## src/rtl/pct_pkg.sv

```systemverilog
package pct_pkg;

   // register addresses
   localparam int unsigned ADR_CTRL   = 0;
   localparam int unsigned ADR_MODE   = 1;
   localparam int unsigned ADR_PRESC  = 2;
   localparam int unsigned ADR_RELOAD = 3;
   localparam int unsigned ADR_COUNT  = 4;
   localparam int unsigned ADR_FLAG   = 5;

   // control strobe bit positions
   localparam int unsigned CTL_START  = 0;
   localparam int unsigned CTL_STOP   = 1;

   // mode word: bit 2 irq enable, bit 1 auto-start, bit 0 periodic
   typedef struct packed {
      logic irq_en;
      logic auto_en;
      logic periodic;
   } mode_t;

   localparam int unsigned MODE_W = $bits(mode_t);

endpackage

```

## src/rtl/pct_prescaler.sv

```systemverilog
module pct_prescaler #(
   parameter int unsigned PRESC_W = 12
) (
   input  logic               clk,
   input  logic               rst_n,
   input  logic               load_i,
   input  logic               run_i,
   input  logic [PRESC_W-1:0] reload_i,
   output logic               tick_o
);

   localparam int unsigned DIV_W = PRESC_W + 1;

   logic [DIV_W-1:0] div_q;
   logic [DIV_W-1:0] span;

   // an odd period 2P+1 comes from counting 2P down to 0
   assign span   = {reload_i, 1'b0};
   assign tick_o = run_i && (div_q == '0);

   always_ff @(posedge clk) begin
      if (!rst_n) begin
         div_q <= '0;
      end else if (load_i) begin
         div_q <= span;
      end else if (run_i) begin
         if (div_q == '0) div_q <= span;
         else             div_q <= div_q - 1'b1;
      end
   end

   // stopped prescaler holds its phase
   AST_PRESC_FROZEN: assert property (@(posedge clk) disable iff (!rst_n)
      (!run_i && !load_i) |=> $stable(div_q));

   // a running prescaler either wraps or decrements
   AST_PRESC_STEP: assert property (@(posedge clk) disable iff (!rst_n)
      (run_i && !load_i && div_q != '0) |=> (div_q == $past(div_q) - 1'b1));

endmodule

```

## src/rtl/pct_counter.sv

```systemverilog
module pct_counter #(
   parameter int unsigned CNT_W = 16
) (
   input  logic             clk,
   input  logic             rst_n,
   input  logic             start_i,
   input  logic             stop_i,
   input  logic             tick_i,
   input  logic             periodic_i,
   input  logic [CNT_W-1:0] reload_i,
   output logic             running_o,
   output logic [CNT_W-1:0] count_o,
   output logic             expire_o
);

   logic             run_q;
   logic [CNT_W-1:0] cnt_q;

   assign expire_o  = run_q && tick_i && (cnt_q == '0);
   assign running_o = run_q;
   assign count_o   = cnt_q;

   always_ff @(posedge clk) begin
      if (!rst_n) begin
         run_q <= 1'b0;
         cnt_q <= '0;
      end else if (stop_i) begin
         run_q <= 1'b0;
      end else if (start_i) begin
         run_q <= 1'b1;
         cnt_q <= reload_i;
      end else if (expire_o) begin
         if (periodic_i) cnt_q <= reload_i;
         else            run_q <= 1'b0;
      end else if (run_q && tick_i) begin
         cnt_q <= cnt_q - 1'b1;
      end
   end

   AST_STOP_WINS: assert property (@(posedge clk) disable iff (!rst_n)
      stop_i |=> !run_q);

   AST_STOP_FREEZE: assert property (@(posedge clk) disable iff (!rst_n)
      stop_i |=> $stable(cnt_q));

   AST_START_LOADS: assert property (@(posedge clk) disable iff (!rst_n)
      (start_i && !stop_i) |=> (run_q && cnt_q == $past(reload_i)));

   AST_TICK_DECR: assert property (@(posedge clk) disable iff (!rst_n)
      (run_q && tick_i && cnt_q != '0 && !start_i && !stop_i)
         |=> (cnt_q == $past(cnt_q) - 1'b1));

   AST_ONESHOT_HALT: assert property (@(posedge clk) disable iff (!rst_n)
      (expire_o && !periodic_i && !start_i && !stop_i) |=> (!run_q && cnt_q == '0));

   AST_PERIODIC_RELOAD: assert property (@(posedge clk) disable iff (!rst_n)
      (expire_o && periodic_i && !start_i && !stop_i)
         |=> (run_q && cnt_q == $past(reload_i)));

endmodule

```

## src/rtl/pct_regs.sv

```systemverilog
module pct_regs
   import pct_pkg::*;
#(
   parameter int unsigned PRESC_W = 12,
   parameter int unsigned CNT_W   = 16,
   parameter int unsigned ADDR_W  = 3,
   parameter int unsigned DATA_W  = 16
) (
   input  logic               clk,
   input  logic               rst_n,
   input  logic               wr_en_i,
   input  logic [ADDR_W-1:0]  wr_addr_i,
   input  logic [DATA_W-1:0]  wr_data_i,
   input  logic [ADDR_W-1:0]  rd_addr_i,
   output logic [DATA_W-1:0]  rd_data_o,
   input  logic               trig_i,
   input  logic               expire_i,
   input  logic               running_i,
   input  logic [CNT_W-1:0]   count_i,
   output logic               start_o,
   output logic               stop_o,
   output logic               periodic_o,
   output logic [PRESC_W-1:0] presc_reload_o,
   output logic [CNT_W-1:0]   cnt_reload_o,
   output logic               irq_o
);

   localparam logic [ADDR_W-1:0] A_CTRL   = ADDR_W'(ADR_CTRL);
   localparam logic [ADDR_W-1:0] A_MODE   = ADDR_W'(ADR_MODE);
   localparam logic [ADDR_W-1:0] A_PRESC  = ADDR_W'(ADR_PRESC);
   localparam logic [ADDR_W-1:0] A_RELOAD = ADDR_W'(ADR_RELOAD);
   localparam logic [ADDR_W-1:0] A_COUNT  = ADDR_W'(ADR_COUNT);
   localparam logic [ADDR_W-1:0] A_FLAG   = ADDR_W'(ADR_FLAG);

   mode_t              mode_q;
   logic [PRESC_W-1:0] presc_q;
   logic [CNT_W-1:0]   reload_q;
   logic               flag_q;

   logic wr_ctrl, wr_mode, wr_presc, wr_reload, wr_flag;

   assign wr_ctrl   = wr_en_i && (wr_addr_i == A_CTRL);
   assign wr_mode   = wr_en_i && (wr_addr_i == A_MODE);
   assign wr_presc  = wr_en_i && (wr_addr_i == A_PRESC);
   assign wr_reload = wr_en_i && (wr_addr_i == A_RELOAD);
   assign wr_flag   = wr_en_i && (wr_addr_i == A_FLAG);

   // strobes; the counter gives stop precedence
   assign start_o = (wr_ctrl && wr_data_i[CTL_START]) || (mode_q.auto_en && trig_i);
   assign stop_o  = wr_ctrl && wr_data_i[CTL_STOP];

   assign periodic_o     = mode_q.periodic;
   assign presc_reload_o = presc_q;
   assign cnt_reload_o   = reload_q;
   assign irq_o          = flag_q && mode_q.irq_en;

   always_ff @(posedge clk) begin
      if (!rst_n) begin
         mode_q   <= '0;
         presc_q  <= '0;
         reload_q <= '0;
      end else begin
         if (wr_mode)   mode_q   <= mode_t'(wr_data_i[MODE_W-1:0]);
         if (wr_presc)  presc_q  <= wr_data_i[PRESC_W-1:0];
         if (wr_reload) reload_q <= wr_data_i[CNT_W-1:0];
      end
   end

   // expiry outranks a host write in the same cycle
   always_ff @(posedge clk) begin
      if (!rst_n)        flag_q <= 1'b0;
      else if (expire_i) flag_q <= 1'b1;
      else if (wr_flag)  flag_q <= wr_data_i[0];
   end

   // zero-extended read views
   logic [DATA_W-1:0] presc_ext, reload_ext, count_ext, mode_ext, run_ext, flag_ext;

   if (DATA_W == PRESC_W) begin : g_presc_full
      assign presc_ext = presc_q;
   end else begin : g_presc_pad
      assign presc_ext = {{(DATA_W-PRESC_W){1'b0}}, presc_q};
   end

   if (DATA_W == CNT_W) begin : g_cnt_full
      assign reload_ext = reload_q;
      assign count_ext  = count_i;
   end else begin : g_cnt_pad
      assign reload_ext = {{(DATA_W-CNT_W){1'b0}}, reload_q};
      assign count_ext  = {{(DATA_W-CNT_W){1'b0}}, count_i};
   end

   assign mode_ext = {{(DATA_W-MODE_W){1'b0}}, mode_q};
   assign run_ext  = {{(DATA_W-1){1'b0}}, running_i};
   assign flag_ext = {{(DATA_W-1){1'b0}}, flag_q};

   always_comb begin
      unique case (rd_addr_i)
         A_CTRL:   rd_data_o = run_ext;
         A_MODE:   rd_data_o = mode_ext;
         A_PRESC:  rd_data_o = presc_ext;
         A_RELOAD: rd_data_o = reload_ext;
         A_COUNT:  rd_data_o = count_ext;
         A_FLAG:   rd_data_o = flag_ext;
         default:  rd_data_o = '0;
      endcase
   end

   AST_EXPIRE_SETS_FLAG: assert property (@(posedge clk) disable iff (!rst_n)
      expire_i |=> flag_q);

   AST_FLAG_STICKY: assert property (@(posedge clk) disable iff (!rst_n)
      (flag_q && !(wr_flag && !wr_data_i[0])) |=> flag_q);

   AST_IRQ_MASKED: assert property (@(posedge clk) disable iff (!rst_n)
      !mode_q.irq_en |-> !irq_o);

   AST_TRIG_IGNORED: assert property (@(posedge clk) disable iff (!rst_n)
      (trig_i && !mode_q.auto_en && !wr_ctrl) |-> !start_o);

endmodule

```

## src/rtl/pct_timer.sv

```systemverilog
module pct_timer
   import pct_pkg::*;
#(
   parameter int unsigned PRESC_W = 12,
   parameter int unsigned CNT_W   = 16,
   parameter int unsigned ADDR_W  = 3,
   parameter int unsigned DATA_W  = 16
) (
   input  logic              clk,
   input  logic              rst_n,
   input  logic              wr_en_i,
   input  logic [ADDR_W-1:0] wr_addr_i,
   input  logic [DATA_W-1:0] wr_data_i,
   input  logic [ADDR_W-1:0] rd_addr_i,
   output logic [DATA_W-1:0] rd_data_o,
   input  logic              trig_i,
   output logic              running_o,
   output logic              irq_o
);

   initial begin
      AST_PARAM_DATA: assert (DATA_W >= CNT_W && DATA_W >= PRESC_W && DATA_W > MODE_W)
         else $error("data width too narrow for register fields");
      AST_PARAM_ADDR: assert (ADDR_W >= 3)
         else $error("address width cannot hold the register map");
      AST_PARAM_STAGE: assert (PRESC_W >= 1 && CNT_W >= 1)
         else $error("stage widths must be positive");
   end

   logic               start, stop, periodic, tick, expire, running;
   logic [PRESC_W-1:0] presc_reload;
   logic [CNT_W-1:0]   cnt_reload, count;

   pct_regs #(
      .PRESC_W(PRESC_W), .CNT_W(CNT_W), .ADDR_W(ADDR_W), .DATA_W(DATA_W)
   ) regs_i (
      .clk(clk), .rst_n(rst_n),
      .wr_en_i(wr_en_i), .wr_addr_i(wr_addr_i), .wr_data_i(wr_data_i),
      .rd_addr_i(rd_addr_i), .rd_data_o(rd_data_o),
      .trig_i(trig_i), .expire_i(expire), .running_i(running), .count_i(count),
      .start_o(start), .stop_o(stop), .periodic_o(periodic),
      .presc_reload_o(presc_reload), .cnt_reload_o(cnt_reload), .irq_o(irq_o)
   );

   pct_prescaler #(.PRESC_W(PRESC_W)) presc_i (
      .clk(clk), .rst_n(rst_n),
      .load_i(start && !stop), .run_i(running),
      .reload_i(presc_reload), .tick_o(tick)
   );

   pct_counter #(.CNT_W(CNT_W)) cnt_i (
      .clk(clk), .rst_n(rst_n),
      .start_i(start), .stop_i(stop), .tick_i(tick), .periodic_i(periodic),
      .reload_i(cnt_reload),
      .running_o(running), .count_o(count), .expire_o(expire)
   );

   assign running_o = running;

endmodule

```

## config.mk

```make
export PLATFORM = sky130hd
export DESIGN_NAME = pct_timer
export DESIGN_NICKNAME = d
export VERILOG_FILES = /design/src/rtl/pct_pkg.sv /design/src/rtl/pct_prescaler.sv /design/src/rtl/pct_counter.sv /design/src/rtl/pct_regs.sv /design/src/rtl/pct_timer.sv
export SDC_FILE = /design/constraint.sdc
export NUM_CORES = 1
export LEC_CHECK = 0
export ABC_CLOCK_PERIOD_IN_PS = 6930
export BUFFER_PORTS_ARGS = -buffer_cell sky130_fd_sc_hd__buf_4
export CORE_MARGIN = 5
export CORE_UTILIZATION = 57
export DETAILED_ROUTE_END_ITERATION = 16
export HOLD_SLACK_MARGIN = 0.03
export PLACE_DENSITY = 0.9
export SLEW_MARGIN = 20
export SYNTH_ARGS = -nofsm -noshare
export SYNTH_HDL_FRONTEND = slang
export SYNTH_SLANG_ARGS = --single-unit
export TNS_END_PERCENT = 10
```

## constraint.sdc

```tcl
create_clock -name clk -period 6.93 [get_ports clk]
set_input_delay 1.386 -clock clk [delete_from_list [all_inputs] [get_ports clk]]
set_output_delay 1.386 -clock clk [all_outputs]
set_load 0.02 [all_outputs]
```

==> flow_metrics.py, run 1 <==
metrics = {
    "setup_path": {
        "cp.arrival_ns": 3.28,
        "cp_max_fo": 14,
        "cp-end-kind": "output port",
        "r2r_cells": 5,
        "start_kind": "input port",
        "r2r_start": "cnt_i.count_o[10]$_SDFFE_PN0P_",
        "worstPathRequired_ns": 5.54,
        "rrSetupSlack_ns": 4.16,
        "reg2reg_to": "cnt_i.count_o[12]$_SDFFE_PN0P_",
        "crit_type": "in -> out",
    },
    "timing": {
        "worst_pin_slew_ns": 0.869,
        "grt_setup_unrepaired": "false",
        "max_freq_mhz": 214,
        "max_slew_margin": 0.420,
        "min_period_over_period": 0.673,
        "finClkSkew_ns": 0.00683,
        "period_needed_ns": 4.66,
        "setup_viol": 0,
        "hold_viol_final": 0,
        "setup_tns_ns": 0,
        "drv_slew": 0,
    },
    "pwr": {
        "ir_drop_mv": 0.180,
        "power_density_mw_per_mm2": 227,
        "leakagePower_nw": 1.58,
    },
    "clocking": {
        "cts-root-buf": "clkbuf_8",
        "post_cts_buffers": 0,
        "cts_buffers": 9,
        "cts_num_sinks": 62,
        "ctsLongestPathBuffers": 2,
        "clk_pin_slew_ns": 0.07,
        "cts_tree": "built",
        "clk_latency_ns": 0.35,
        "cts_hold_buf": 0,
        "cts_resized": 0,
        "htree_levels": 3,
    },
    "synthesis": {
        "yosysTopAreaCell": "dfxtp_1",
        "yosys_warnings": 0,
        "synth-edff-count": 0,
        "async_flop_share": 0,
        "yosysSeqAreaShare": 0.361,
        "syn_inst": 453,
        "synth_top_area_frac": 0.361,
        "synthesis.area_mm2": 0.00344,
        "synth_area_leaders": "dfxtp_1 36%, nand2_1 9.7%, a22oi_1 6.1%, a21oi_1 6.0%, mux2i_1 5.8%",
        "synth_seq_cells": 62,
        "synthDistinctLibCells": 51,
        "postSynth.topFlopCell": "dfxtp_1",
        "syn_nets": 482,
        "avgSynthCellArea_um2": 7.60,
    },
    "drt": {
        "routed_via_density": 6.53,
        "drtIter0Drc": 361,
        "wirelength_um": 9840,
        "first_pass_iters": 5,
        "drcViolationCount": 0,
        "via_count": 3653,
        "antenna_left": 0,
        "wl_per_cell_um": 17.6,
    },
    "finish": {
        "final_cell_mix": "89 x nand2_1, 62 x dfxtp_1, 45 x buf_4, 41 x a21oi_1, 28 x a22oi_1",
        "mostFrequentLayoutCell": "nand2_1",
        "antennaDiodeCount": 0,
        "fillers": 476,
        "num-nets-final": 509,
        "final_util": 0.669,
        "syn_to_final_growth_pct": 14.5,
        "drive_gt1_frac": 0.155,
    },
    "floorplanning": {
        "placementRows": 28,
        "ios": 44,
        "initial_core_util": 0.585,
        "die_y_um": 87.7,
        "dieArea_mm2": 0.00769,
        "die_w_um": 87.7,
        "core_area_mm2": 0.00589,
    },
    "grt": {
        "grt_pass1_vias": 3361,
        "grt_use_met1": 0.348,
        "met3_usage": 0.0414,
        "use_met2": 0.423,
        "grt.total_usage": 0.266,
        "grt_max_degree": 38,
        "antenna_found_initial": 0,
        "overflow": 0,
        "grt_pass1_wl_um": 16100,
        "gr-max-usage-layer": "met2",
    },
    "outcome": {
        "status": "finished, final reports clean",
    },
    "min_path": {
        "whs_endpoint": "regs_i.cnt_reload_o[1]$_SDFFE_PN0P_",
        "min-delay-start": "regs_i.cnt_reload_o[1]$_SDFFE_PN0P_",
        "hold_depth": 2,
        "hp-class": "reg -> reg",
    },
    "place": {
        "io_buffers": 43,
        "dp_hpwl_um": 6850,
        "gp_congestion": 0.946,
    },
    "flow_run": {
        "max_cap_violations": 0,
    },
}
power by group:
part | switching (mW) | internal, mW
sequential | 0.0179 | 0.370
clock | 0.140 | 0.156
combinational | 0.126 | 0.0826
total | 0.283 | 0.609
synthesized netlist by cell type, types with 3 or more instances:
library cell	n
a21oi_1	41
a22o_1	4
a22oi_1	28
and2_1	5
buf_1	4
buf_2	3
clkbuf_1	21
dfxtp_1	62
ha_1	3
inv_1	11
mux2i_1	20
nand2_1	89
nand2b_1	3
nand3_1	11
nand4_1	3
nor2_1	23
nor2b_1	4
nor3_1	10
nor4_1	5
nor4b_1	3
o21a_1	6
o21ai_0	27
o22ai_1	19
or2_2	5
or3_1	6
or4_1	3
final cells by class:
class	instances	area, µm²	share of cell area
multi-input combinational	350	2040	0.517
inverter	12	45.0	0.0114
clock buffer	12	165	0.0419
clock inverter	3	18.8	0.00476
timing repair buffer	45	338	0.0857
sequential	62	1240	0.315
tap	75	93.8	0.0238
worst max path at each step:
stage,from,endpoint,slack [ns]
global placement,rd_addr_i[1],rd_data_o[15],2.50
floorplan,rd_addr_i[1],rd_data_o[10],3.05
finish,rd_addr_i[1],rd_data_o[7],2.27
CTS,rd_addr_i[1],rd_data_o[7],2.36
global route,rd_addr_i[1],rd_data_o[7],2.21
detailed placement,rd_addr_i[1],rd_data_o[7],2.36
registers in the layout (all words and copies together), names as in the netlist:
register / flops
regs_i.periodic_o: 1
regs_i.mode_ext: 2
presc_i.div_q: 13
regs_i.presc_reload_o: 12
cnt_i.count_o: 16
regs_i.cnt_reload_o: 16
regs_i.flag_q: 1
cnt_i.running_o: 1
kinds of logic after synthesis:
group,share of synthesized area
adders and majority gates,0.0109
buffers and inverters,0.0480
DFF,0.361
and+or+nand+nor,0.247
muxes,0.0647
AOI/OAI and AO/OA,0.269
routing by layer:
metal | share of wire | vias to the layer above | wire, µm
met3 | 0.096 | 46 | 940
met4 | 0.037 | 0 | 364
met5 | 0 | - | 0
met1 | 0.40 | 1707 | 3970
met2 | 0.46 | 191 | 4570
li1 | - | 1709 | -
per-stage QoR:
step / hold slack [ns] / power, mW / cells / area [µm²] / setup WS [ns]
final: 0.476 / 0.893 / 559 / 3940 / 2.27
after global routing: 0.496 / 0.931 / 559 / 3940 / 2.21
after CTS: 0.475 / 0.885 / 559 / 3940 / 2.36
after detailed placement: 0.465 / 0.596 / 544 / 3750 / 2.36
after global placement: 0.462 / 0.587 / 544 / 3750 / 2.50
after floorplan: 0.447 / 0.542 / 453 / 3440 / 3.05
critical path: stages:
cell and delay (ns):
buf_4 0.11, nor2b_1 0.70, and2_1 0.64, nand2_1 0.12, o21ai_0 0.12, buf_4 0.19
(Power assumes the default switching activity.)
==> inputs of run 2 (changes only) <==
--- a/config.mk
+++ b/config.mk
@@ -5,13 +5,14 @@
 export SDC_FILE = /design/constraint.sdc
 export NUM_CORES = 1
 export LEC_CHECK = 0
-export ABC_CLOCK_PERIOD_IN_PS = 6930
+export ABC_AREA = 1
+export ABC_CLOCK_PERIOD_IN_PS = 4300
 export BUFFER_PORTS_ARGS = -buffer_cell sky130_fd_sc_hd__buf_4
 export CORE_MARGIN = 5
 export CORE_UTILIZATION = 57
 export DETAILED_ROUTE_END_ITERATION = 16
 export HOLD_SLACK_MARGIN = 0.03
-export PLACE_DENSITY = 0.9
+export PLACE_DENSITY = 0.89
 export SLEW_MARGIN = 20
 export SYNTH_ARGS = -nofsm -noshare
 export SYNTH_HDL_FRONTEND = slang
==> constraint.sdc (replaced) <==
create_clock -name clk -period 4.3 [get_ports clk]
set_input_delay 0.86 -clock clk [delete_from_list [all_inputs] [get_ports clk]]
set_output_delay 0.86 -clock clk [all_outputs]
set_load 0.02 [all_outputs]
==> run 2 against run 1 <==
Total power increased by 76%; via count grew 12%; count of clock-buffer cells in the layout grew 1; clock skew hardly changed; core utilization is essentially flat.
==> flow_metrics.py, run 2 <==
metrics = {
    "outcome": {
        "status": "finished, final reports clean",
    },
    "synthesis": {
        "synth_common_cells": "140 x nand2_1, 100 x nor2_1, 83 x inv_1",
        "yosys_warnings": 0,
        "synthDistinctLibCells": 29,
        "postSynth.topFlopCell": "dfxtp_1",
        "syn_nets": 627,
        "yosysTopAreaCell": "dfxtp_1",
        "synthesis.area_mm2": 0.00377,
        "synth_area_leaders": "dfxtp_1 33%, nand2_1 14%, nor2_1 10%, inv_1 8.3%, o21ai_0 6.6%",
        "yosysSeqAreaShare": 0.329,
        "synth.most_common_cell": "nand2_1",
        "avgSynthCellArea_um2": 6.30,
        "async_flop_share": 0,
        "synth-edff-count": 0,
        "synth_seq_cells": 62,
        "synth_top_area_frac": 0.329,
        "syn_inst": 598,
    },
    "timing": {
        "setup_tns_ns": 0,
        "finClkSkew_ns": 0.00711,
        "worst_pin_slew_ns": 0.646,
        "hold_viol_final": 0,
        "max_freq_mhz": 343,
        "min_period_over_period": 0.677,
        "drv_slew": 0,
        "finalWorstSetupSlack_ns": 1.39,
        "max_slew_margin": 0.569,
        "grt_setup_unrepaired": "false",
        "setup_viol": 0,
        "period_needed_ns": 2.91,
    },
    "grt": {
        "overflow": 0,
        "grt_pass1_wl_um": 17500,
        "grt.total_usage": 0.254,
        "grt_max_degree": 52,
        "grt_pass1_vias": 3821,
        "antenna_found_initial": 0,
    },
    "setup_path": {
        "cp_max_fo": 16,
        "worstPathRequired_ns": 3.44,
        "crit_path_start": "rd_addr_i[0]",
        "crit_type": "in -> out",
        "start_kind": "input port",
        "cp-end-kind": "output port",
        "rrSetupSlack_ns": 2.09,
        "cp.arrival_ns": 2.05,
        "reg2reg_to": "cnt_i.count_o[9]$_SDFFE_PN0P_",
        "endpoint": "rd_data_o[9]",
        "r2r_start": "cnt_i.count_o[0]$_SDFFE_PN0P_",
        "r2r_cells": 11,
    },
    "drt": {
        "wirelength_um": 10700,
        "via_count": 4088,
        "drcViolationCount": 0,
        "routed_via_density": 5.72,
        "first_pass_iters": 6,
        "drtIter0Drc": 227,
        "antenna_left": 0,
        "wl_per_cell_um": 14.9,
    },
    "clocking": {
        "cts_num_sinks": 62,
        "cts-root-buf": "clkbuf_8",
        "cts_buffers": 9,
        "cts_resized": 0,
        "cts_tree": "built",
        "post_cts_buffers": 0,
        "htree_levels": 3,
        "clk_latency_ns": 0.34,
        "clk_pin_slew_ns": 0.07,
        "ctsLongestPathBuffers": 2,
        "cts_hold_buf": 0,
    },
    "floorplanning": {
        "core_area_mm2": 0.00639,
        "ios": 44,
        "die_y_um": 91.3,
        "die_w_um": 91.3,
        "dieArea_mm2": 0.00834,
        "placementRows": 29,
        "initial_core_util": 0.590,
    },
    "finish": {
        "antennaDiodeCount": 0,
        "post-route-cell-area_mm2": 0.00427,
        "mostFrequentLayoutCell": "nand2_1",
        "syn_to_final_growth_pct": 13.4,
        "fillers": 595,
        "drive_gt1_frac": 0.125,
        "num-nets-final": 664,
        "final_cell_mix": "140 x nand2_1, 100 x nor2_1, 83 x inv_1, 62 x dfxtp_1, 50 x o21ai_0",
    },
    "place": {
        "io_buffers": 43,
        "pre_cts_ws_ns": 1.41,
        "post_dp_cell_area_mm2": 0.00410,
        "dp_hpwl_um": 7750,
        "gp_congestion": 0.944,
    },
    "pwr": {
        "power_density_mw_per_mm2": 367,
        "leakagePower_nw": 2.02,
        "ir_drop_mv": 0.242,
    },
    "min_path": {
        "hp-class": "reg -> reg",
    },
    "flow_run": {
        "max_cap_violations": 0,
    },
}
## run 2: cell types whose count changed after synthesis, sizes merged, moves of 7 or more
cell	previous run	this run
o21ai	28	51
mux2i	20	0
clkbuf	21	11
nand2	89	147
xor2	0	13
inv	12	83
o22ai	19	10
o221ai	1	8
nand3	11	31
a22oi	28	2
nor2	23	108
## run 2: how the worst min path moves through the flow
stage,endpoint,cells past startpoint,start
floorplan,regs_i.cnt_reload_o[10]$_SDFFE_PN0P_,2,regs_i.cnt_reload_o[10]$_SDFFE_PN0P_
global placement,regs_i.cnt_reload_o[15]$_SDFFE_PN0P_,2,regs_i.cnt_reload_o[15]$_SDFFE_PN0P_
detailed placement,regs_i.cnt_reload_o[15]$_SDFFE_PN0P_,2,regs_i.cnt_reload_o[15]$_SDFFE_PN0P_
CTS,regs_i.cnt_reload_o[15]$_SDFFE_PN0P_,2,regs_i.cnt_reload_o[15]$_SDFFE_PN0P_
global route,regs_i.cnt_reload_o[15]$_SDFFE_PN0P_,2,regs_i.cnt_reload_o[15]$_SDFFE_PN0P_
finish,regs_i.cnt_reload_o[15]$_SDFFE_PN0P_,2,regs_i.cnt_reload_o[15]$_SDFFE_PN0P_
## run 2: critical path, cell delays in order
cell	delay (ns)
buf_4	0.12
nor2_1	0.14
nand2_1	0.37
o221ai_1	0.36
buf_4	0.19
## run 2: cells by family (layout without fill, tap and decap cells)
kind of cell | count (synthesis) | in the layout | share of synthesized area
buf+inv | 103 | 143 | 0.112
fa+ha+maj | 3 | 3 | 0.00996
compound gates | 118 | 118 | 0.182
xor+xnor | 14 | 14 | 0.0325
simple gates | 298 | 298 | 0.334
flops | 62 | 62 | 0.329
## run 2: per-stage QoR
stage | hold slack (ns) | total power, mW | util | std cells
final | 0.483 | 1.57 | 0.669 | 715
after global routing | 0.513 | 1.66 | 0.669 | 715
after CTS | 0.482 | 1.56 | 0.669 | 715
after detailed placement | 0.473 | 1.10 | 0.642 | 701
after global placement | 0.466 | 1.09 | 0.642 | 701
after floorplan | 0.444 | 0.993 | - | 598
## run 2: per-layer routing
layer / up-vias / routed length [µm] / share of wire / GRT usage
met5: - / 0 / 0 / 0
met4: 0 / 412 / 0.039 / 0.133
met3: 47 / 862 / 0.081 / 0.0421
met2: 204 / 4960 / 0.46 / 0.421
met1: 1849 / 4440 / 0.42 / 0.315
li1: 1988 / - / - / -
## run 2: power by group
group	total (mW)	internal, mW	switching, mW
logic	0.474	0.162	0.312
clock network	0.463	0.249	0.213
registers	0.630	0.604	0.0258
## run 2: cell type report
cell class	count	area, µm²	share of cell area
Multi-Input combinational cell	433	2110	0.493
Sequential cell	62	1240	0.290
Timing Repair Buffer	46	345	0.0808
Inverter	83	312	0.0729
Clock buffer	13	169	0.0395
Tap cell	77	96.3	0.0225
Clock inverter	1	5.00	0.00117
==> inputs of run 3 (changes only) <==
--- a/config.mk
+++ b/config.mk
@@ -5,14 +5,14 @@
 export SDC_FILE = /design/constraint.sdc
 export NUM_CORES = 1
 export LEC_CHECK = 0
-export ABC_AREA = 1
-export ABC_CLOCK_PERIOD_IN_PS = 4300
+export ABC_AREA = 0
+export ABC_CLOCK_PERIOD_IN_PS = 2700
 export BUFFER_PORTS_ARGS = -buffer_cell sky130_fd_sc_hd__buf_4
 export CORE_MARGIN = 5
 export CORE_UTILIZATION = 57
 export DETAILED_ROUTE_END_ITERATION = 16
 export HOLD_SLACK_MARGIN = 0.03
-export PLACE_DENSITY = 0.89
+export PLACE_DENSITY = 0.9
 export SLEW_MARGIN = 20
 export SYNTH_ARGS = -nofsm -noshare
 export SYNTH_HDL_FRONTEND = slang
==> constraint.sdc (replaced) <==
create_clock -name clk -period 2.7 [get_ports clk]
set_input_delay 0.54 -clock clk [delete_from_list [all_inputs] [get_ports clk]]
set_output_delay 0.54 -clock clk [all_outputs]
set_load 0.02 [all_outputs]
==> run 3 against run 2 <==
Routed wire length fell by 6.1%; via count fell by 9.6%; highest routed layer unchanged; die area fell by 7.8%; sequential power rose by 58%; cell area fell by 4.9%; cell count fell by 19%; register-to-register slack got worse by 2.0 ns; non-clock buffer count rose by 17; global-route usage rose by 1.5 points; combinational power rose by 23%.
==> flow_metrics.py, run 3 (synthesis results as in run 1) <==
metrics = {
    "setup_path": {
        "slowest_stage": "or4b_2",
        "crit_type": "reg -> reg",
        "cp_max_fo": 10,
        "cp-end-kind": "flop",
        "cp.arrival_ns": 2.83,
        "path_buf_inv": 2,
        "crit_chain": "inv_1 -> ha_1 -> or4b_2 -> o41a_1 -> buf_4 -> a22oi_1 -> o22ai_1",
        "start_kind": "flop",
        "critPathTopFamily": "compound AO/OA/AOI/OAI gates",
        "worstPathRequired_ns": 2.93,
        "critPathMaxStageDelay_ns": 0.65,
    },
    "finish": {
        "final_cell_mix": "89 x nand2_1, 62 x dfxtp_1, 62 x buf_4, 41 x a21oi_1, 28 x a22oi_1",
        "syn_to_final_growth_pct": 18.2,
        "fin_cells": 578,
        "num-nets-final": 527,
        "antennaDiodeCount": 0,
        "fillers": 479,
        "multi_input_area_mm2": 0.00203,
        "final_util": 0.691,
        "mostFrequentLayoutCell": "nand2_1",
        "drive_gt1_frac": 0.183,
        "final-seq-area_mm2": 0.00124,
    },
    "timing": {
        "finClkSkew_ns": 0.00828,
        "worst_pin_slew_ns": 0.675,
        "max_freq_mhz": 385,
        "setup_viol": 0,
        "min_period_over_period": 0.962,
        "finalWorstSetupSlack_ns": 0.103,
        "grt_setup_unrepaired": "false",
        "drv_slew": 0,
        "setup_tns_ns": 0,
        "hold_viol_final": 0,
        "max_slew_margin": 0.549,
        "period_needed_ns": 2.60,
    },
    "floorplanning": {
        "die_w_um": 87.7,
        "initial_core_util": 0.585,
        "core_area_mm2": 0.00589,
        "placementRows": 28,
        "ios": 44,
        "die_y_um": 87.7,
        "dieArea_mm2": 0.00769,
    },
    "drt": {
        "wirelength_um": 10000,
        "routed_via_density": 6.39,
        "drtIter0Drc": 401,
        "antenna_left": 0,
        "drcViolationCount": 0,
        "first_pass_iters": 6,
        "via_count": 3694,
        "wl_per_cell_um": 17.3,
    },
    "grt": {
        "grt.total_usage": 0.269,
        "overflow": 0,
        "grt_pass1_wl_um": 16300,
        "grt_max_degree": 38,
        "grt_pass1_vias": 3468,
        "antenna_found_initial": 0,
    },
    "clocking": {
        "cts_hold_buf": 0,
        "cts_tree": "built",
        "cts-root-buf": "clkbuf_8",
        "cts_resized": 0,
        "clk_pin_slew_ns": 0.07,
        "post_cts_buffers": 0,
        "cts_num_sinks": 62,
        "clk_latency_ns": 0.36,
        "htree_levels": 3,
        "cts_buffers": 9,
        "ctsLongestPathBuffers": 2,
    },
    "place": {
        "io_buffers": 43,
        "dp_hpwl_um": 7120,
        "gp_congestion": 0.963,
        "post-place-cells": 562,
        "pre_cts_ws_ns": 0.0807,
    },
    "pwr": {
        "power_density_mw_per_mm2": 562,
        "ir_drop_mv": 0.456,
        "leakagePower_nw": 1.66,
    },
    "min_path": {
        "hp-class": "in -> reg",
    },
    "flow_run": {
        "max_cap_violations": 0,
    },
    "outcome": {
        "status": "finished, final reports clean",
    },
}
run 3: cell types whose count changed in the layout (fill, tap and decap cells not counted), moves of 9 or more:
cell | before | now
inv_1 | 83 | 11
mux2i_1 | 0 | 20
buf_4 | 46 | 62
nand2_1 | 140 | 89
nor2_1 | 100 | 23
a22oi_1 | 2 | 28
o22ai_1 | 10 | 19
o21ai_0 | 50 | 27
nand3_1 | 29 | 11
xor2_1 | 13 | 0
run 3: worst paths after layout:
path | endpoint | cells past startpoint | slack, ns | startpoint
max | cnt_i.count_o[4]$_SDFFE_PN0P_ | 7 | 0.10 | presc_i.div_q[0]$_SDFFE_PP0P_
min | regs_i.cnt_reload_o[12]$_SDFFE_PN0P_ | 3 | 0.43 | wr_data_i[12]
max reg2reg | cnt_i.count_o[4]$_SDFFE_PN0P_ | 7 | 0.10 | presc_i.div_q[0]$_SDFFE_PP0P_
min reg2reg | regs_i.cnt_reload_o[4]$_SDFFE_PN0P_ | 2 | 0.48 | regs_i.cnt_reload_o[4]$_SDFFE_PN0P_
run 3: layout make-up:
| cell class | instances | share of cell area |
|---|---|---|
| Multi-Input combinational cell | 350 | 0.500 |
| Sequential cell | 62 | 0.305 |
| Timing Repair Buffer | 63 | 0.119 |
| Clock buffer | 10 | 0.0314 |
| Tap cell | 75 | 0.0231 |
| Inverter | 12 | 0.0111 |
| Clock inverter | 6 | 0.00954 |
run 3: metal layers:
metal	share of wire	wire length, µm	track usage
met2	0.48	4790	0.434
met4	0.017	174	0.114
met3	0.10	1010	0.0527
met5	0	0	0
met1	0.40	4040	0.350
run 3: tightest hold or removal path: stages:
cell and delay [ns]:
buf_4 0.11, nand2_1 0.05, a21oi_1 0.05
run 3: stage by stage:
stage	area, µm²	total power [mW]	hold slack (ns)
2_1_floorplan	3440	1.39	0.447
4_1_cts	4070	2.27	0.424
3_3_place_gp	3900	1.55	0.462
3_5_place_dp	3900	1.58	0.466
5_1_grt	4070	2.39	0.443
6_report	4070	2.29	0.434
run 3: where the power goes:
part	switching (mW)	leakage (nW)	total (mW)	internal, mW
Sequential	0.0431	0.502	0.994	0.951
Clock	0.382	0.0820	0.710	0.329
Combinational	0.337	1.07	0.582	0.245
